### src/rtl/wdtp_pkg.sv
package wdtp_pkg;

  localparam logic [7:0] KEY_ACT_HIGH  = 8'hA5;
  localparam logic [7:0] KEY_ACT_LOW   = 8'h5A;
  localparam logic [7:0] KEY_PUSH_PULL = 8'hA8;
  localparam logic [7:0] KEY_OPEN_DRN  = 8'h8A;

  typedef struct packed {
    logic pol_we;
    logic pol_val;
    logic drv_we;
    logic drv_val;
  } key_cmd_t;

  // Turn a top byte into update enables for the two output properties.
  function automatic key_cmd_t decode_key(input logic [7:0] top);
    key_cmd_t c;
    c = '0;
    case (top)
      KEY_ACT_HIGH:  begin c.pol_we = 1'b1; c.pol_val = 1'b1; end
      KEY_ACT_LOW:   begin c.pol_we = 1'b1; c.pol_val = 1'b0; end
      KEY_PUSH_PULL: begin c.drv_we = 1'b1; c.drv_val = 1'b1; end
      KEY_OPEN_DRN:  begin c.drv_we = 1'b1; c.drv_val = 1'b0; end
      default:       c = '0;
    endcase
    return c;
  endfunction

  // Pin level: active level while pulsing, inverse when idle.
  function automatic logic pin_level(input logic pulsing, input logic act_high);
    return pulsing ? act_high : ~act_high;
  endfunction

  // Pad enable: push-pull drives always, open-drain only while pulsing.
  function automatic logic pin_enable(input logic pulsing, input logic push_pull);
    return push_pull | pulsing;
  endfunction

endpackage

### src/rtl/wdtp_cfg_reg.sv
module wdtp_cfg_reg
  import wdtp_pkg::*;
#(
  parameter int DUR_W   = 20,
  parameter int ADDR_W  = 8,
  parameter logic [ADDR_W-1:0] REG_OFS = 'h18,
  parameter int RST_DUR = 255
) (
  input  logic              clk,
  input  logic              rst_n,
  input  logic              bus_wen,
  input  logic [ADDR_W-1:0] bus_addr,
  input  logic [31:0]       bus_wdata,
  output logic [31:0]       bus_rdata,
  output logic              wr_hit_o,
  output logic [DUR_W-1:0]  dur_o,
  output logic              act_high_o,
  output logic              push_pull_o
);

  localparam logic [DUR_W-1:0] DUR_RST = DUR_W'(RST_DUR);

  logic       sel;
  key_cmd_t   cmd;

  assign sel      = (bus_addr == REG_OFS);
  assign wr_hit_o = bus_wen && sel;
  assign cmd      = decode_key(bus_wdata[31:24]);

  always_ff @(posedge clk or negedge rst_n) begin
    if (!rst_n) begin
      dur_o       <= DUR_RST;
      act_high_o  <= 1'b0;
      push_pull_o <= 1'b0;
    end else if (wr_hit_o) begin
      dur_o <= bus_wdata[DUR_W-1:0];
      if (cmd.pol_we) act_high_o  <= cmd.pol_val;
      if (cmd.drv_we) push_pull_o <= cmd.drv_val;
    end
  end

  always_comb begin
    bus_rdata = '0;
    if (sel) begin
      bus_rdata[31]        = act_high_o;
      bus_rdata[30]        = push_pull_o;
      bus_rdata[DUR_W-1:0] = dur_o;
    end
  end

endmodule

### src/rtl/wdtp_tick_gen.sv
module wdtp_tick_gen #(
  parameter int CLKS_PER_US = 100
) (
  input  logic clk,
  input  logic rst_n,
  input  logic restart,
  input  logic run,
  output logic tick
);

  generate
    if (CLKS_PER_US == 1) begin : g_direct
      assign tick = run && !restart;
    end else begin : g_div
      localparam int PW = $clog2(CLKS_PER_US);
      localparam logic [PW-1:0] LAST = PW'(CLKS_PER_US - 1);
      logic [PW-1:0] pre;

      assign tick = run && (pre == LAST);

      always_ff @(posedge clk or negedge rst_n) begin
        if (!rst_n)       pre <= '0;
        else if (restart) pre <= '0;
        else if (run)     pre <= tick ? '0 : pre + 1'b1;
      end
    end
  endgenerate

endmodule

### src/rtl/wdtp_pulse_ctrl.sv
module wdtp_pulse_ctrl #(
  parameter int DUR_W = 20
) (
  input  logic             clk,
  input  logic             rst_n,
  input  logic             strobe,
  input  logic             tick,
  input  logic [DUR_W-1:0] dur_cfg,
  output logic             active_o,
  output logic             start_o,
  output logic             end_o,
  output logic [DUR_W-1:0] dur_lat_o
);

  logic [DUR_W-1:0] us_cnt;

  assign start_o = strobe && !active_o;
  assign end_o   = active_o && tick && (us_cnt == dur_lat_o);

  always_ff @(posedge clk or negedge rst_n) begin
    if (!rst_n) begin
      active_o  <= 1'b0;
      us_cnt    <= '0;
      dur_lat_o <= '0;
    end else if (start_o) begin
      active_o  <= 1'b1;
      us_cnt    <= '0;
      dur_lat_o <= dur_cfg;
    end else if (end_o) begin
      active_o <= 1'b0;
      us_cnt   <= '0;
    end else if (active_o && tick) begin
      us_cnt <= us_cnt + 1'b1;
    end
  end

endmodule

### src/rtl/wdtp_out_stage.sv
module wdtp_out_stage
  import wdtp_pkg::*;
(
  input  logic pulsing,
  input  logic act_high,
  input  logic push_pull,
  output logic pin_o,
  output logic pin_oe_o
);

  assign pin_o    = pin_level(pulsing, act_high);
  assign pin_oe_o = pin_enable(pulsing, push_pull);

endmodule

### src/rtl/wdt_ext_pulse.sv
module wdt_ext_pulse #(
  parameter int DUR_W       = 20,
  parameter int CLKS_PER_US = 100,
  parameter int ADDR_W      = 8,
  parameter logic [ADDR_W-1:0] REG_OFS = 'h18,
  parameter int RST_DUR     = 255
) (
  input  logic              clk,
  input  logic              rst_n,
  input  logic              bus_wen,
  input  logic [ADDR_W-1:0] bus_addr,
  input  logic [31:0]       bus_wdata,
  output logic [31:0]       bus_rdata,
  input  logic              wdt_timeout,
  output logic              ext_rst_o,
  output logic              ext_rst_oe_o
);

  // Named internal events, visible to the bound checker.
  logic             wr_hit;
  logic [DUR_W-1:0] dur_q;
  logic             act_high_q;
  logic             push_pull_q;
  logic             us_tick;
  logic             pulse_active;
  logic             pulse_start;
  logic             pulse_end;
  logic [DUR_W-1:0] dur_lat;

  wdtp_cfg_reg #(
    .DUR_W(DUR_W), .ADDR_W(ADDR_W), .REG_OFS(REG_OFS), .RST_DUR(RST_DUR)
  ) u_cfg (
    .clk(clk), .rst_n(rst_n),
    .bus_wen(bus_wen), .bus_addr(bus_addr), .bus_wdata(bus_wdata),
    .bus_rdata(bus_rdata), .wr_hit_o(wr_hit), .dur_o(dur_q),
    .act_high_o(act_high_q), .push_pull_o(push_pull_q)
  );

  wdtp_tick_gen #(.CLKS_PER_US(CLKS_PER_US)) u_tick (
    .clk(clk), .rst_n(rst_n), .restart(pulse_start),
    .run(pulse_active), .tick(us_tick)
  );

  wdtp_pulse_ctrl #(.DUR_W(DUR_W)) u_pulse (
    .clk(clk), .rst_n(rst_n), .strobe(wdt_timeout), .tick(us_tick),
    .dur_cfg(dur_q), .active_o(pulse_active), .start_o(pulse_start),
    .end_o(pulse_end), .dur_lat_o(dur_lat)
  );

  wdtp_out_stage u_out (
    .pulsing(pulse_active), .act_high(act_high_q), .push_pull(push_pull_q),
    .pin_o(ext_rst_o), .pin_oe_o(ext_rst_oe_o)
  );

endmodule

### config.mk
export PLATFORM = sky130hd
export DESIGN_NAME = wdt_ext_pulse
export DESIGN_NICKNAME = d
export VERILOG_FILES = /design/src/rtl/wdtp_pkg.sv /design/src/rtl/wdtp_cfg_reg.sv /design/src/rtl/wdtp_tick_gen.sv /design/src/rtl/wdtp_pulse_ctrl.sv /design/src/rtl/wdtp_out_stage.sv /design/src/rtl/wdt_ext_pulse.sv
export SDC_FILE = /design/constraint.sdc
export NUM_CORES = 1
export LEC_CHECK = 0
export BUFFER_PORTS_ARGS = -buffer_cell sky130_fd_sc_hd__buf_2
export CAP_MARGIN = 20
export CORE_UTILIZATION = 55
export CTS_BUF_LIST = sky130_fd_sc_hd__clkbuf_2 sky130_fd_sc_hd__clkbuf_4 sky130_fd_sc_hd__clkbuf_8
export DETAILED_ROUTE_END_ITERATION = 7
export PLACE_DENSITY = 0.81
export REMOVE_ABC_BUFFERS = 1
export SLEW_MARGIN = 20
export SYNTH_ARGS = -nofsm -noshare
export SYNTH_HDL_FRONTEND = slang
export SYNTH_HIERARCHICAL = 1
export SYNTH_SLANG_ARGS = --single-unit
### constraint.sdc
create_clock -name clk -period 5.6 [get_ports clk]
set_input_delay 0.84 -clock clk [delete_from_list [all_inputs] [get_ports clk]]
set_output_delay 0.84 -clock clk [all_outputs]
set_load 0.05 [all_outputs]
==> key figures <==
Global routing
  • First-pass GRT wire length: 11400 um
  • Antenna violations before repair: 0
  • Vias in the first global route: 2435
  • Largest net degree at the start of global routing: 71
  • Global-route usage over all layers: 22.7%
  • Overflow after GRT: 0

Final layout
  • Post-route cell area: 0.00412 mm2
  • Antenna Diode Count: 0
  • Nets: 424
  • Post-route insts no fill: 458
  • Commonest non-fill, non-tap cell in the layout: buf_2
  • Share of post-route cells with drive strength above 1: 37.6%
  • Area growth syn-to-layout: 16.1%
  • Util after Layout: 67.9%
  • Commonest cells after routing, fill and taps aside: buf_2, dfrtp_1, mux2_2

Power
  • Power density over the cells: 329 mW/mm2
  • Max VDD drop: 184 uV
  • Pleak: 2.10 nW

Critical path
  • Critical path arrival: 2.36 ns
  • Crit path max fanout: 23
  • CP Capture Type: output port
  • Worst setup path class: in -> out
  • Critical Path RT: 4.76 ns
  • Flop2flop setup slack: 2.56 ns
  • Crit path launch type: input port

Synth
  • Area of the mapped netlist: 0.00355 mm2
  • Avg Cell Area, Syn: 11.3 um2
  • Synth warn: 6
  • Cell count after synthesis: 313

Timing
  • RSZ-0062 raised after global routing: false
  • Crit path time final: 3.20 ns
  • Fmax: 313 MHz
  • Clock skew: 0.00862 ns
  • Final hold violations: 0
  • Worst hold slack: 0.522 ns
  • Fin Setup TNS: 0 ns
  • Period utilization: 57.1%
  • Slew margin rel.: 43.2%
  • Final-report setup violation count: 0
  • Final Max Slew Viols: 0
  • Worst Tran Pin Value: 0.852 ns

Routing
  • DRT antenna net count: 0
  • Final wirelength: 6620 um
  • DRC viols: 0
  • Wirelength per Cell: 14.5 um
  • TritonRoute pass-1 iters: 4
  • DRT iter0 DRCs: 136
  • Via/cell ratio: 5.36
  • Via count: 2455

Clocking
  • Worst-Skew Late Latency: 0.34 ns
  • Post-CTS Setup Bufs: 0
  • CTS Sinks: 70
  • Post-cts sizing count: 0
  • CTS Buffer Depth: 2
  • CTS tree: done
  • CTS Hold Bufs: 0
  • Root Driver: clkbuf_8
  • Htree depth: 3
  • CTS Buf Count: 9
  • Reg clk slew, reported paths: 0.07 ns

Floorplanning
  • Area of the core: 0.00606 mm2
  • Die span in x: 82.3 um
  • Row cnt: 28
  • Io pins: 78
  • Die H: 82.3 um
  • Die area: 0.00677 mm2
  • Initial Utilization: 58.5%

Placement
  • Cell Count Post-Placement: 442
  • Gpl congestion: 0.836
  • HPWL after detailed placement: 4540 um
  • Placed cell area: 0.00388 mm2
  • IO Port Bufs: 63

Flow run
  • Max Cap Violations: 0

Outcome
  • Status: completed

Worst hold path
  • Type of the worst min-delay path: reg -> reg
## metrics by stage
step / setup WS (ns) / power (mW)
floorplan: 2.36 / 0.814
global placement: 2.40 / 0.881
detailed placement: 2.38 / 0.896
CTS: 2.39 / 1.36
global route: 2.28 / 1.42
finish: 2.40 / 1.35
## worst paths after layout
check | to | depth (start not counted) | start
worst max register to register | u_pulse/us_cnt[19]$_DFFE_PN0P_ | 7 | u_pulse/active_o$_DFFE_PN0P_
max in group asynchronous | u_cfg/dur_o[16]$_DFFE_PN0P_ | 2 | rst_n
worst min register to register | u_pulse/dur_lat_o[16]$_DFFE_PN0P_ | 1 | u_cfg/dur_o[16]$_DFFE_PN0P_
min in group asynchronous | u_tick/g_div.pre[0]$_DFFE_PN0P_ | 2 | rst_n
worst min-delay path | u_pulse/dur_lat_o[16]$_DFFE_PN0P_ | 1 | u_cfg/dur_o[16]$_DFFE_PN0P_
worst max-delay path | bus_rdata[30] | 5 | bus_addr[7]
## final cells by class
class / instances / area (um2)
fill: 479 / 1940
sequential: 70 / 1760
multi-input combinational: 225 / 1670
timing repair buffer: 66 / 338
clock buffer: 11 / 151
tap: 75 / 93.8
clock inverter: 5 / 81.3
inverter: 6 / 22.5
## power by group
| part | leakage (nW) | internal (mW) | switching (mW) |
|---|---|---|---|
| registers | 0.919 | 0.570 | 0.0634 |
| logic | 1.07 | 0.116 | 0.138 |
| clock network | 0.116 | 0.275 | 0.193 |
| total | 2.10 | 0.961 | 0.394 |
## registers in the layout, summed over array words and instances (netlist names)
register and flops:
u_pulse/us_cnt 20, u_tick/g_div.pre 7, u_cfg/push_pull_o 1, u_cfg/act_high_o 1, u_pulse/active_o 1, u_pulse/dur_lat_o 20
u_cfg/dur_o 20
## layer usage
layer	routed length, um	track usage [%]	vias up
met5	0	0	-
met4	117	9.30	0
met3	259	5.71	12
met2	3300	37.5	60
met1	2950	28.3	1199
li1	-	-	1184
## critical path, cell delays in order
cell and delay (ns):
buf_2 0.09, or4_4 0.56, nor2_4 0.40, and2_1 0.19, buf_2 0.26
No activity file was read; power rests on OpenSTA's default activity.
